File: config.mk
export PLATFORM = sky130hd
export DESIGN_NAME = locirq_top
export DESIGN_NICKNAME = d
export VERILOG_FILES = /design/src/rtl/locirq_pkg.sv /design/src/rtl/locirq_rstsync.sv /design/src/rtl/locirq_edge.sv /design/src/rtl/locirq_regs.sv /design/src/rtl/locirq_rdmux.sv /design/src/rtl/locirq_top.sv
export SDC_FILE = /design/constraint.sdc
export NUM_CORES = 1
export LEC_CHECK = 0
export BUFFER_PORTS_ARGS = -buffer_cell sky130_fd_sc_hd__buf_2
export CAP_MARGIN = 20
export CORE_MARGIN = 4
export CORE_UTILIZATION = 48
export CTS_CLUSTER_DIAMETER = 30
export DETAILED_ROUTE_END_ITERATION = 10
export GPL_ROUTABILITY_DRIVEN = 0
export GPL_TIMING_DRIVEN = 1
export PLACE_DENSITY = 0.78
export SLEW_MARGIN = 30
export SYNTH_ARGS = -nofsm -noshare
export SYNTH_HDL_FRONTEND = slang
export SYNTH_HIERARCHICAL = 1
export SYNTH_SLANG_ARGS = --single-unit
File: constraint.sdc
create_clock -name clk -period 0.9 [get_ports clk]
set_clock_uncertainty 0.15 [all_clocks]
set_input_delay 0 -clock clk [delete_from_list [all_inputs] [get_ports clk]]
set_output_delay 0 -clock clk [all_outputs]
set_load 0.03 [all_outputs]
File: src/rtl/locirq_pkg.sv
package locirq_pkg;

  // interrupt event bit positions (shared by enable and status registers)
  localparam int EV_DAV = 0;
  localparam int EV_SV  = 1;
  localparam int EV_LOC = 2;
  localparam int EV_CMD = 7;
  localparam logic [7:0] EV_MASK = 8'h87;

  // positions inside the low status byte view
  localparam int SB_DAV = 4;
  localparam int SB_CMD = 6;
  localparam int SB_SV  = 7;

  // legacy byte offsets
  typedef enum logic [2:0] {
    OFS_IEN  = 3'd0,
    OFS_ISTS = 3'd1,
    OFS_CAPS = 3'd2,
    OFS_STLO = 3'd3,
    OFS_STHI = 3'd4,
    OFS_FIFO = 3'd5
  } ofs_e;
  localparam int OFS_COUNT = 6;

  typedef struct packed {
    logic cmd;
    logic sv;
    logic dav;
    logic loc;
  } ev_t;

endpackage

File: src/rtl/locirq_rstsync.sv
module locirq_rstsync #(
  parameter int STAGES = 2
) (
  input  logic clk,
  input  logic rst_n,
  output logic rst_sync_n
);
  logic [STAGES-1:0] sync_q;

  always_ff @(posedge clk or negedge rst_n) begin
    if (!rst_n) sync_q <= '0;
    else        sync_q <= {sync_q[STAGES-2:0], 1'b1};
  end

  assign rst_sync_n = sync_q[STAGES-1];
endmodule

File: src/rtl/locirq_edge.sv
module locirq_edge
  import locirq_pkg::*;
#(
  parameter int LOC_W = 3
) (
  input  logic             clk,
  input  logic             rst_n,
  input  logic [LOC_W-1:0] act_loc,
  input  logic             loc_valid,
  input  logic             cmd_rdy,
  input  logic             sts_vld,
  input  logic             data_avl,
  output ev_t              ev
);
  localparam int NBIT = 3;

  logic [NBIT-1:0] cur;
  logic [NBIT-1:0] prev_q;
  logic [NBIT-1:0] rise;

  assign cur = {data_avl, sts_vld, cmd_rdy};

  // one previous-value flop and rise detector per status bit
  for (genvar i = 0; i < NBIT; i++) begin : g_rise
    always_ff @(posedge clk or negedge rst_n) begin
      if (!rst_n) prev_q[i] <= 1'b0;
      else        prev_q[i] <= cur[i];
    end
    assign rise[i] = cur[i] & ~prev_q[i];
  end

  // locality history
  logic [LOC_W-1:0] loc_q;
  logic             lvld_q;
  logic             had_act_q, had_act_d;
  logic             loc_ce;

  assign loc_ce    = loc_valid;
  assign had_act_d = had_act_q | loc_valid;

  always_ff @(posedge clk or negedge rst_n) begin
    if (!rst_n) begin
      loc_q     <= '0;
      lvld_q    <= 1'b0;
      had_act_q <= 1'b0;
    end else begin
      lvld_q    <= loc_valid;
      had_act_q <= had_act_d;
      if (loc_ce) loc_q <= act_loc;
    end
  end

  logic new_owner;
  always_comb begin
    new_owner = loc_valid & (~lvld_q | (act_loc != loc_q));
    ev.cmd    = rise[0];
    ev.sv     = rise[1];
    ev.dav    = (rise[2] & sts_vld) | (rise[1] & data_avl);
    ev.loc    = new_owner & had_act_q;
  end

  a_r4_dav_needs_sv: assert property (@(posedge clk) disable iff (!rst_n)
    ev.dav |-> sts_vld);
  a_r5_loc_needs_valid: assert property (@(posedge clk) disable iff (!rst_n)
    ev.loc |-> loc_valid);
  a_r3_sv_edge: assert property (@(posedge clk) disable iff (!rst_n)
    (sts_vld && !ev.sv) |=> !ev.sv);
endmodule

File: src/rtl/locirq_regs.sv
module locirq_regs
  import locirq_pkg::*;
(
  input  logic       clk,
  input  logic       rst_n,
  input  ev_t        ev,
  input  logic       wr_ien,
  input  logic       wr_ists,
  input  logic [7:0] wdata,
  output logic [7:0] ien,
  output logic [7:0] ists
);
  logic [7:0] ien_q, ien_d;
  logic [7:0] ists_q, ists_d;
  logic [7:0] ev_vec, clr_vec;
  logic       ien_ce, ists_ce;

  always_comb begin
    ev_vec         = '0;
    ev_vec[EV_DAV] = ev.dav;
    ev_vec[EV_SV]  = ev.sv;
    ev_vec[EV_LOC] = ev.loc;
    ev_vec[EV_CMD] = ev.cmd;
    clr_vec        = wr_ists ? (wdata & EV_MASK) : 8'h00;
    ien_ce         = wr_ien;
    ien_d          = wdata & EV_MASK;
    ists_ce        = wr_ists | (|ev_vec);
    ists_d         = (ists_q & ~clr_vec) | ev_vec;
  end

  always_ff @(posedge clk or negedge rst_n) begin
    if (!rst_n) begin
      ien_q  <= '0;
      ists_q <= '0;
    end else begin
      if (ien_ce)  ien_q  <= ien_d;
      if (ists_ce) ists_q <= ists_d;
    end
  end

  assign ien  = ien_q;
  assign ists = ists_q;

  a_r2_cmd_latch: assert property (@(posedge clk) disable iff (!rst_n)
    ev.cmd |=> ists_q[EV_CMD]);
  a_r6_sticky: assert property (@(posedge clk) disable iff (!rst_n)
    !wr_ists |=> ((ists_q & $past(ists_q)) == $past(ists_q)));
  a_r8_en_stable: assert property (@(posedge clk) disable iff (!rst_n)
    !wr_ien |=> $stable(ien_q));
endmodule

File: src/rtl/locirq_rdmux.sv
module locirq_rdmux
  import locirq_pkg::*;
#(
  parameter int ADDR_W = 8
) (
  input  logic              clk,
  input  logic              rst_n,
  input  logic              rd,
  input  logic              wr,
  input  logic [ADDR_W-1:0] addr,
  input  logic [7:0]        ien,
  input  logic [7:0]        ists,
  input  logic              cmd_rdy,
  input  logic              sts_vld,
  input  logic              data_avl,
  output logic [7:0]        rdata,
  output logic              claim,
  output logic              wr_ien,
  output logic              wr_ists
);
  logic hit;
  ofs_e ofs;

  assign hit = (addr < ADDR_W'(OFS_COUNT));
  assign ofs = ofs_e'(addr[2:0]);

  always_comb begin
    claim   = (rd | wr) & hit;
    wr_ien  = wr & hit & (ofs == OFS_IEN);
    wr_ists = wr & hit & (ofs == OFS_ISTS);
    rdata   = '0;
    if (rd && hit) begin
      case (ofs)
        OFS_IEN:  rdata = ien;
        OFS_ISTS: rdata = ists;
        OFS_CAPS: rdata = EV_MASK;
        OFS_STLO: begin
          rdata[SB_SV]  = sts_vld;
          rdata[SB_CMD] = cmd_rdy;
          rdata[SB_DAV] = data_avl;
        end
        default:  rdata = '0;
      endcase
    end
  end

  a_r10_quiet_unclaimed: assert property (@(posedge clk) disable iff (!rst_n)
    !claim |-> (rdata == 8'h00 && !wr_ien && !wr_ists));
endmodule

File: src/rtl/locirq_top.sv
module locirq_top
  import locirq_pkg::*;
#(
  parameter int LOC_W  = 3,
  parameter int ADDR_W = 8
) (
  input  logic              clk,
  input  logic              rst_n,
  input  logic [LOC_W-1:0]  act_loc,
  input  logic              loc_valid,
  input  logic              cmd_rdy,
  input  logic              sts_vld,
  input  logic              data_avl,
  input  logic              reg_rd,
  input  logic              reg_wr,
  input  logic [ADDR_W-1:0] reg_addr,
  input  logic [7:0]        reg_wdata,
  output logic [7:0]        reg_rdata,
  output logic              reg_claim,
  output logic              irq
);
  logic       rst_i_n;
  ev_t        ev;
  logic [7:0] ien, ists;
  logic       wr_ien, wr_ists;

  locirq_rstsync #(.STAGES(2)) u_rst (
    .clk(clk), .rst_n(rst_n), .rst_sync_n(rst_i_n)
  );

  locirq_edge #(.LOC_W(LOC_W)) u_edge (
    .clk(clk), .rst_n(rst_i_n), .act_loc(act_loc), .loc_valid(loc_valid),
    .cmd_rdy(cmd_rdy), .sts_vld(sts_vld), .data_avl(data_avl), .ev(ev)
  );

  locirq_regs u_regs (
    .clk(clk), .rst_n(rst_i_n), .ev(ev), .wr_ien(wr_ien), .wr_ists(wr_ists),
    .wdata(reg_wdata), .ien(ien), .ists(ists)
  );

  locirq_rdmux #(.ADDR_W(ADDR_W)) u_mux (
    .clk(clk), .rst_n(rst_i_n), .rd(reg_rd), .wr(reg_wr), .addr(reg_addr),
    .ien(ien), .ists(ists), .cmd_rdy(cmd_rdy), .sts_vld(sts_vld),
    .data_avl(data_avl), .rdata(reg_rdata), .claim(reg_claim),
    .wr_ien(wr_ien), .wr_ists(wr_ists)
  );

  assign irq = |(ists & ien);

  a_r7_irq_needs_en: assert property (@(posedge clk) disable iff (!rst_i_n)
    irq |-> (ien != 8'h00 && ists != 8'h00));
  a_r1_quiet_after_reset: assert property (@(posedge clk) disable iff (!rst_i_n)
    $rose(rst_i_n) |-> !irq);
endmodule

==> flow_summary_export.csv, run 1 <==
group,metric,value,unit
routing,wl_met2,1570,um
routing,first_iter_violations,10,
die,core_region_area,2000,sq um
logic_synthesis,yosysUniqueCellTypes,28,
status,violations,"negative setup slack",
die,rows,16,
final_layout,stdcell_count,182,
power_and_ir_drop,p_total,1.79,mW
worst_setup_path,worstSetupEndpointType,"output port",
placement,io_buffers,30,
final_layout,final_cell_mix,"buf_2 (20), dfrtp_1 (18), buf_4 (16)",
routing,vias,938,
cts,cts_made_buffers,3,
worst_setup_path,worstRegToRegCells,3,
final_layout,syn_to_final_growth,65.1,%
timing,fin_tns_setup,-5.55,ns
routing,wirelength,2990,um
final_layout,final_core_util,85.1,%
power_and_ir_drop,switching_share,26.1,%
die,die_h,54.4,um
routing,wl_met3,128,um
final_layout,finalNetCount,183,
final_layout,layout-drive-gt1-share,56.8,%
timing,setup_violations,20,
worst_setup_path,worstSetupStartpointType,"register",
final_layout,design_area,1700,sq um
worst_setup_path,rr_startpoint,"u_regs/ien[0]",
power_and_ir_drop,powerDensity,1050,nW/um^2
worst_setup_path,r2r-end,"u_regs/ien[0]",
power_and_ir_drop,clkPwrFrac,27.1,%
routing,vias_per_cell,5.15,
cts,clk_pin_slew,0.10,ns
logic_synthesis,synth-seq-cells,18,
placement,place_area,1320,sq um
logic_synthesis,syn_area_per_cell,11.2,sq um
cts,insertion_delay,0.29,ns
placement,place_hpwl,1840,um
routing,drc_errors,0,
timing,slew_violations,0,
die,die_x,54.4,um
status,status,"finished with violations",
cts,clk_path_buf_depth,2,
routing,m1WireLength,1180,um
logic_synthesis,ys_warn_count,6,
routing,drt.antenna.violating_nets,0,
cts,clock_sink_count,18,
min_path,min_path_type,"reg2async",
power_and_ir_drop,pwr-share-seq,48.7,%
worst_setup_path,crit_fanout,3,
timing,slew_headroom,64.4,%
global_route,grt_max_degree,17,
logic_synthesis,synth_seq_area_share,43.6,%
power_and_ir_drop,vdd_ir_drop_max,1.27,mV
global_route,antenna_found_initial,0,
timing,tightest_slew,0.532,ns
timing,timing.fmax,741,MHz
final_layout,num_antenna_cells,0,
routing,firstDrtPassIters,4,
logic_synthesis,yosysTopAreaCell,"dfrtp_1",
timing,period_needed,1.35,ns
cts,h-tree-depth,1,
placement,pre_cts_ws,-0.498,ns
worst_setup_path,r2r_slack,-0.29,ns
logic_synthesis,synth_top_area_share,43.6,%
worst_setup_path,worst-setup-path-type,"reg2out",
run,max-cap-violations,0,
placement,dp_cells,154,
worst_setup_path,worstPathRequired,0.75,ns
final_layout,fill_cells,109,
power_and_ir_drop,leakagePower,0.734,nW
timing,rsz0062_at_grt,"yes",
global_route,overflow,0,
global_route,grt_pass1_wl,4450,um
timing,period_share,150,%
global_route,track_usage,21.7,%
cts,clockRootBuffer,"clkbuf_4",
global_route,grt_pass1_vias,995,
timing,finalHoldViolations,0,
routing,wl_per_cell,16.4,um
worst_setup_path,arrival,1.20,ns
worst_setup_path,crit_start,"u_regs/ists[7]",
timing,setup_ws,-0.449,ns
logic_synthesis,synth_area_leaders,"dfrtp_1 (44%), mux2_1 (6.5%), buf_4 (5.8%)",
final_layout,layout_commonest_cell,"buf_2",
worst_setup_path,worstSetupEndpoint,"reg_rdata[7]",
die,start_util,51.6,%
timing,whs,0.0430,ns
cts,cts_tree,"done",
die,ios,37,
logic_synthesis,synth_area,1030,sq um
logic_synthesis,synthCells,92,
power_and_ir_drop,internal_power,1.32,mW
power_and_ir_drop,combinationalPowerShare,24.1,%
die,die_area,2960,sq um
routing,top_layer,"met4",
power_and_ir_drop,p_switching,0.467,mW
worst max-delay path, cell delays in order, from the launching register on:
cell and delay [ns]:
dfrtp_1 0.43, mux2i_2 0.11, a211oi_4 0.21, buf_6 0.16
power by group through the flow:
stage / Sequential (mW) / Combinational (mW) / Clock [mW]
after CTS: 0.870 / 0.393 / 0.499
after detailed placement: 0.884 / 0.311 / 0
after global placement: 0.881 / 0.300 / 0
after global routing: 0.877 / 0.462 / 0.534
final: 0.873 / 0.432 / 0.486
after floorplan: 0.886 / 0.206 / 0
what timing repair did:
action                                  4_1_cts  5_1_grt
endpoints found under the setup margin       20       20
hold endpoints to repair                     18        5
hold buffers                                 13        2
resized for setup                            30        5
buffers inserted                              8        5
cloned                                        0        0
pin swaps                                     9        7
area by class of cell:
class	count	area [sq um]	share of cell area (%)
Clock buffer	4	36.3	2.13
Multi-Input combinational cell	70	668	39.2
Sequential cell	18	450	26.4
Tap cell	27	33.8	1.98
Timing Repair Buffer	63	515	30.2
cells by family after synthesis:
logic type | share of synthesized area [%]
AND/OR/NAND/NOR | 18.5
flip-flops | 43.6
AO/OA/AOI/OAI | 13.9
multiplexers | 12.7
buffers and inverters | 7.88
XOR/XNOR | 2.55
other | 0.728
worst min path at each step:
stage	start	end	slack, ns
after floorplan	rst_n	u_rst/sync_q[0]	-0.45
after global placement	rst_n	u_rst/sync_q[0]	-0.37
after detailed placement	rst_n	u_rst/sync_q[0]	-0.36
after CTS	data_avl	u_regs/ists[0]	0.005
after global routing	act_loc[1]	u_regs/ists[2]	0.05
final	u_rst/sync_q[1]	u_regs/ien[1]	0.04
layer usage:
layer  global-route usage (%)  up-vias
met5                        0        -
met4                     15.8        0
met3                     3.27       12
met2                     39.2       34
met1                     22.4      447
li1                         -      445
Yosys cell counts:
master	n
xnor2_1	3
nor3_1	4
a41oi_1	1
nor2_1	3
dfrtp_1	18
and4bb_1	1
nor2b_1	2
nand2_1	7
mux2_2	3
nor4_4	1
mux2i_1	3
buf_2	2
nand4bb_1	1
a21o_1	4
conb_1	2
and4b_1	1
a211oi_2	4
a22oi_1	6
mux2_1	6
or2_2	1
buf_4	8
nand2b_1	3
buf_6	1
nor3b_1	2
a21oi_1	1
nand4_1	1
o21ai_0	1
nor3_2	2
state kept, by name, indices dropped and copies added (netlist names):
name              cells
u_regs/ien            4
u_regs/ists           4
u_edge/loc_q          3
u_edge/prev_q         3
u_rst/sync_q          2
u_edge/had_act_q      1
u_edge/lvld_q         1
Power figures use the tool's default switching activity.
==> run 2, diff against run 1 <==
Settings changed: CORE_UTILIZATION 48 to 45, MAX_ROUTING_LAYER set to met4, PLACE_DENSITY 0.78 to 0.73.
==> run 2 against run 1 <==
The run ends with negative hold slack, negative setup slack left. Largest cell class unchanged. First-iteration DRC count is 120% higher. Non-clock buffer count is 2 lower. Clock power is 22% lower. Final area is 1.2% lower. Sequential power hardly changed. Total power is 6.2% lower. Largest power group unchanged. Count of clock-buffer cells in the layout is 1 lower. Sequential share of layout area is 0.41 points higher. Maximum frequency is 3.9% lower. Critical path depth stayed put.
==> flow_summary_export.csv, run 2 (synthesis results as in run 1) <==
group,metric,value,unit
power_and_ir_drop,switching_share,26.5,%
placement,place_hpwl,1800,um
min_path,min_path_type,"in2reg",
placement,io_buffers,30,
die,die_area,3120,sq um
worst_setup_path,crit_slowest_cell,"dfrtp_2",
global_route,grt-busiest-layer,"met2",
routing,drc_errors,0,
global_route,grt_max_degree,17,
routing,wl_per_cell,14.7,um
timing,setup_violations,20,
global_route,overflow,0,
timing,rsz0062_at_grt,"yes",
cts,cts_tree,"done",
final_layout,final_core_util,76.8,%
worst_setup_path,worstPathRequired,0.75,ns
global_route,antenna_found_initial,0,
timing,slew_headroom,63.5,%
worst_setup_path,worst-setup-path-type,"reg2out",
global_route,gr-usage-met2,29.4,%
global_route,met1_usage,18.7,%
timing,timing.fmax,712,MHz
final_layout,final_cell_mix,"buf_2 (20), dfrtp_1 (17), buf_6 (15)",
timing,period_share,156,%
placement,pre_cts_ws,-0.484,ns
worst_setup_path,arrival,1.25,ns
power_and_ir_drop,vdd_ir_drop_max,0.982,mV
die,start_util,47.1,%
routing,first_iter_violations,22,
global_route,grtUsageMet3,2.55,%
worst_setup_path,worstSetupEndpointType,"output port",
power_and_ir_drop,powerDensity,997,nW/um^2
cts,clock_sink_count,18,
cts,clk_path_buf_depth,2,
run,max-cap-violations,0,
worst_setup_path,crit_fanout,3,
routing,wirelength,2650,um
timing,slew_violations,0,
final_layout,layout_commonest_cell,"buf_2",
routing,drt.antenna.violating_nets,0,
die,die_x,55.9,um
power_and_ir_drop,pwr-share-seq,52.1,%
timing,finalHoldViolations,1,
routing,firstDrtPassIters,5,
die,die_h,55.9,um
final_layout,finalNetCount,181,
power_and_ir_drop,leakagePower,0.717,nW
power_and_ir_drop,combinationalPowerShare,25.3,%
final_layout,num_antenna_cells,0,
final_layout,syn_to_final_growth,63.0,%
cts,clockRootBuffer,"clkbuf_4",
global_route,grt_pass1_vias,900,
die,rows,17,
cts,h-tree-depth,1,
cts,cts_made_buffers,3,
global_route,track_usage,16.6,%
timing,period_needed,1.40,ns
cts,insertion_delay,0.28,ns
worst_setup_path,crit_chain,"a22oi_2 > nand4_1 > buf_6",
power_and_ir_drop,p_switching,0.446,mW
cts,clk_pin_slew,0.10,ns
worst_setup_path,worstSetupStartpointType,"register",
global_route,grt_pass1_wl,4010,um
final_layout,layout-drive-gt1-share,57.2,%
timing,tightest_slew,0.545,ns
status,status,"finished with violations",
die,ios,37,
timing,whs,-0.0590,ns
power_and_ir_drop,internal_power,1.23,mW
die,core_region_area,2190,sq um
routing,vias,913,
status,violations,"negative hold slack, negative setup slack",
timing,setup_ws,-0.504,ns
power_and_ir_drop,clkPwrFrac,22.6,%
routing,vias_per_cell,5.07,
worst_setup_path,slowest_delay,0.45,ns
final_layout,fill_cells,146,
-- run 2: changes by cell type in the layout (fill, tap and decap cells not counted), moves of 2 or more --
cell / delta
buf_4: -3
buf_6: +3
a22oi_1: -2
a22oi_2: +2
nand2_1: +2
nand2_2: -2
-- run 2: final timing paths --
path	from	to	slack (ns)	depth (start not counted)
max	u_regs/ien[2]	irq	-0.50	3
min	loc_valid	u_regs/ists[2]	-0.06	4
max reg2reg	u_regs/ien[2]	u_regs/ien[2]	-0.28	3
min reg2reg	u_rst/sync_q[1]	u_regs/ien[7]	0.03	1
max in group asynchronous	rst_n	u_rst/sync_q[0]	0.09	3
min in group asynchronous	u_rst/sync_q[1]	u_regs/ien[7]	0.03	1
-- run 2: final cells by class --
cell class | instances | area (sq um) | area share, %
clock buffers | 3 | 22.5 | 1.34
flip-flops and latches | 18 | 452 | 26.8
repair buffers | 61 | 497 | 29.5
multi-input cells | 70 | 677 | 40.2
well taps | 28 | 35.0 | 2.08
-- run 2: layer usage --
metal | routed length (um) | vias up
met1 | 1040 | 445
met2 | 1400 | 28
met4 | 58 | 0
met5 | 0 | -
met3 | 150 | 8
li1 | - | 432
-- run 2: timing repair --
| action | in CTS | in global routing |
|---|---|---|
| buffers inserted | 4 | 4 |
| endpoints found under the hold margin | 18 | 5 |
| resized for setup | 31 | 9 |
| hold buffers | 13 | 1 |
| pin swaps | 11 | 6 |
| setup endpoints to repair | 20 | 20 |
-- run 2: power by group through the flow --
stage,Clock (mW),Sequential (mW),Combinational (mW)
2_1_floorplan,0,0.886,0.206
3_3_place_gp,0,0.881,0.302
3_5_place_dp,0,0.885,0.312
4_1_cts,0.392,0.870,0.396
5_1_grt,0.437,0.880,0.458
6_report,0.379,0.875,0.425
-- run 2: critical path: cells and delay by family, from the launching register on --
family	cells	cell delay, ns
and+or+nand+nor	1	0.15
DFF	1	0.45
AOI/OAI and AO/OA	1	0.20
buffers and inverters	1	0.17
-- run 2: per-stage QoR --
stage,instances,hold WS [ns],TNS (ns),power [mW],area [sq um]
after detailed placement,157,-0.362,-5.95,1.20,1320
after global placement,157,-0.366,-5.57,1.18,1320
after global routing,180,-0.0514,-5.45,1.78,1680
after CTS,177,0.00620,-4.60,1.66,1620
after floorplan,99,-0.446,-2.59,1.09,1140
final,180,-0.0590,-4.86,1.68,1680
==> run 3, diff against run 2 <==
Settings changed: TNS_END_PERCENT set to 30.
==> run 3 against run 2 <==
The run still ends with negative hold slack, negative setup slack left. Routed wire length is 5.8% higher. Largest power group unchanged. Sequential power is 0.7% lower. Largest cell class unchanged. First-iteration DRC count shrank 32%. Combinational power increased by 4%.
==> flow_summary_export.csv, run 3 (synthesis results as in run 1) <==
group,metric,value,unit
routing,vias_per_cell,4.94,
routing,drt.antenna.violating_nets,0,
routing,firstDrtPassIters,4,
final_layout,layout-drive-gt1-share,54.1,%
min_path,min_path_type,"in2reg",
placement,place_area,1280,sq um
power_and_ir_drop,powerDensity,1070,nW/um^2
global_route,track_usage,19.0,%
routing,vias,923,
final_layout,syn_to_final_growth,63.3,%
final_layout,design_area,1690,sq um
timing,period_needed,1.36,ns
cts,clockRootBuffer,"clkbuf_4",
global_route,grt_pass1_vias,1002,
cts,cts_made_buffers,3,
cts,h-tree-depth,1,
worst_setup_path,worst-setup-path-type,"reg2out",
timing,period_share,151,%
power_and_ir_drop,vdd_ir_drop_max,0.992,mV
global_route,grt_pass1_wl,4560,um
timing,whs,-0.0126,ns
status,violations,"negative hold slack, negative setup slack",
global_route,overflow,0,
die,ios,37,
placement,place_hpwl,1830,um
worst_setup_path,worstSetupEndpointType,"output port",
global_route,grt_max_degree,17,
die,die_x,55.9,um
status,status,"finished with violations",
die,core_region_area,2190,sq um
timing,setup_ws,-0.461,ns
routing,wirelength,2800,um
power_and_ir_drop,leakagePower,0.763,nW
routing,wl_per_cell,15.0,um
power_and_ir_drop,p_total,1.80,mW
worst_setup_path,crit_fanout,3,
final_layout,final_core_util,76.9,%
cts,insertion_delay,0.29,ns
final_layout,final_cell_mix,"buf_4 (24), buf_2 (19), dfrtp_1 (18)",
worst_setup_path,worstSetupStartpointType,"register",
timing,finalHoldViolations,3,
worst_setup_path,worstPathRequired,0.75,ns
cts,cts_tree,"done",
timing,tightest_slew,0.549,ns
timing,fin_tns_setup,-4.45,ns
final_layout,finalNetCount,187,
final_layout,layout_commonest_cell,"buf_4",
die,die_h,55.9,um
timing,setup_violations,20,
die,die_area,3120,sq um
routing,first_iter_violations,15,
global_route,antenna_found_initial,0,
cts,clk_pin_slew,0.10,ns
routing,drc_errors,0,
worst_setup_path,arrival,1.21,ns
die,rows,17,
cts,clk_path_buf_depth,2,
placement,io_buffers,30,
run,max-cap-violations,0,
timing,timing.fmax,735,MHz
cts,clock_sink_count,18,
final_layout,num_antenna_cells,0,
timing,rsz0062_at_grt,"yes",
die,start_util,47.1,%
timing,slew_violations,0,
timing,slew_headroom,63.2,%
==> run 3: changes by cell type in the layout (fill, tap and decap cells not counted), moves of 2 or more <==
cell and delta:
a211oi_2 +4, a211oi_4 -4, a22oi_1 +2, a22oi_2 -2, buf_4 +11, buf_6 -7
buf_8 +2, nor3_1 +3, nor3_2 -3
==> run 3: final cells by class <==
class | instances | area, sq um
Multi-Input combinational cell | 70 | 606
Timing Repair Buffer | 67 | 558
Fill cell | 157 | 505
Sequential cell | 18 | 450
Clock buffer | 4 | 36.3
Tap cell | 28 | 35.0
==> run 3: final timing paths <==
kind / to / depth (start not counted) / from / slack, ns
max: irq / 3 / u_regs/ien[2] / -0.46
min: u_edge/loc_q[1] / 3 / loc_valid / -0.01
max reg2reg: u_regs/ien[2] / 3 / u_regs/ien[2] / -0.28
min reg2reg: u_edge/loc_q[1] / 1 / u_rst/sync_q[1] / 0.03
max in group asynchronous: u_rst/sync_q[0] / 3 / rst_n / 0.09
min in group asynchronous: u_edge/loc_q[1] / 1 / u_rst/sync_q[1] / 0.03
==> run 3: through the flow <==
| stage | instances | setup slack [ns] |
|---|---|---|
| 2_1_floorplan | 99 | -0.295 |
| 3_3_place_gp | 159 | -0.459 |
| 3_5_place_dp | 159 | -0.483 |
| 4_1_cts | 182 | -0.445 |
| 5_1_grt | 187 | -0.512 |
| 6_report | 187 | -0.461 |
==> run 3: repair_timing <==
| item | 4_1_cts | 5_1_grt |
|---|---|---|
| hold endpoints to repair | 18 | 2 |
| buffers inserted | 5 | 4 |
| hold buffers | 13 | 1 |
| pin swaps | 17 | 8 |
| resized for setup | 33 | 4 |
| setup endpoints to repair | 20 | 20 |
| cloned | 1 | 0 |
==> run 3: power breakdown <==
group	internal [mW]	switching, mW	leakage, nW	total [mW]
Sequential	0.845	0.0241	0.204	0.869
Combinational	0.259	0.183	0.538	0.442
Clock	0.246	0.239	0.0210	0.485
Total	1.35	0.447	0.763	1.80
==> run 3: worst max-delay path, cell delays in order, from the launching register on <==
cell	delay [ns]
dfrtp_1	0.42
a22oi_2	0.19
nand4_1	0.14
buf_6	0.17
==> run 3: metal layers <==
metal | share of wire, % | wire length [um] | vias to the layer above | track usage, %
li1 | - | - | 453 | -
met5 | 0 | 0 | - | -
met2 | 54 | 1510 | 25 | 34.6
met3 | 4.7 | 131 | 2 | 2.78
met4 | 0.46 | 13 | 0 | 7.12
met1 | 41 | 1150 | 443 | 20.7
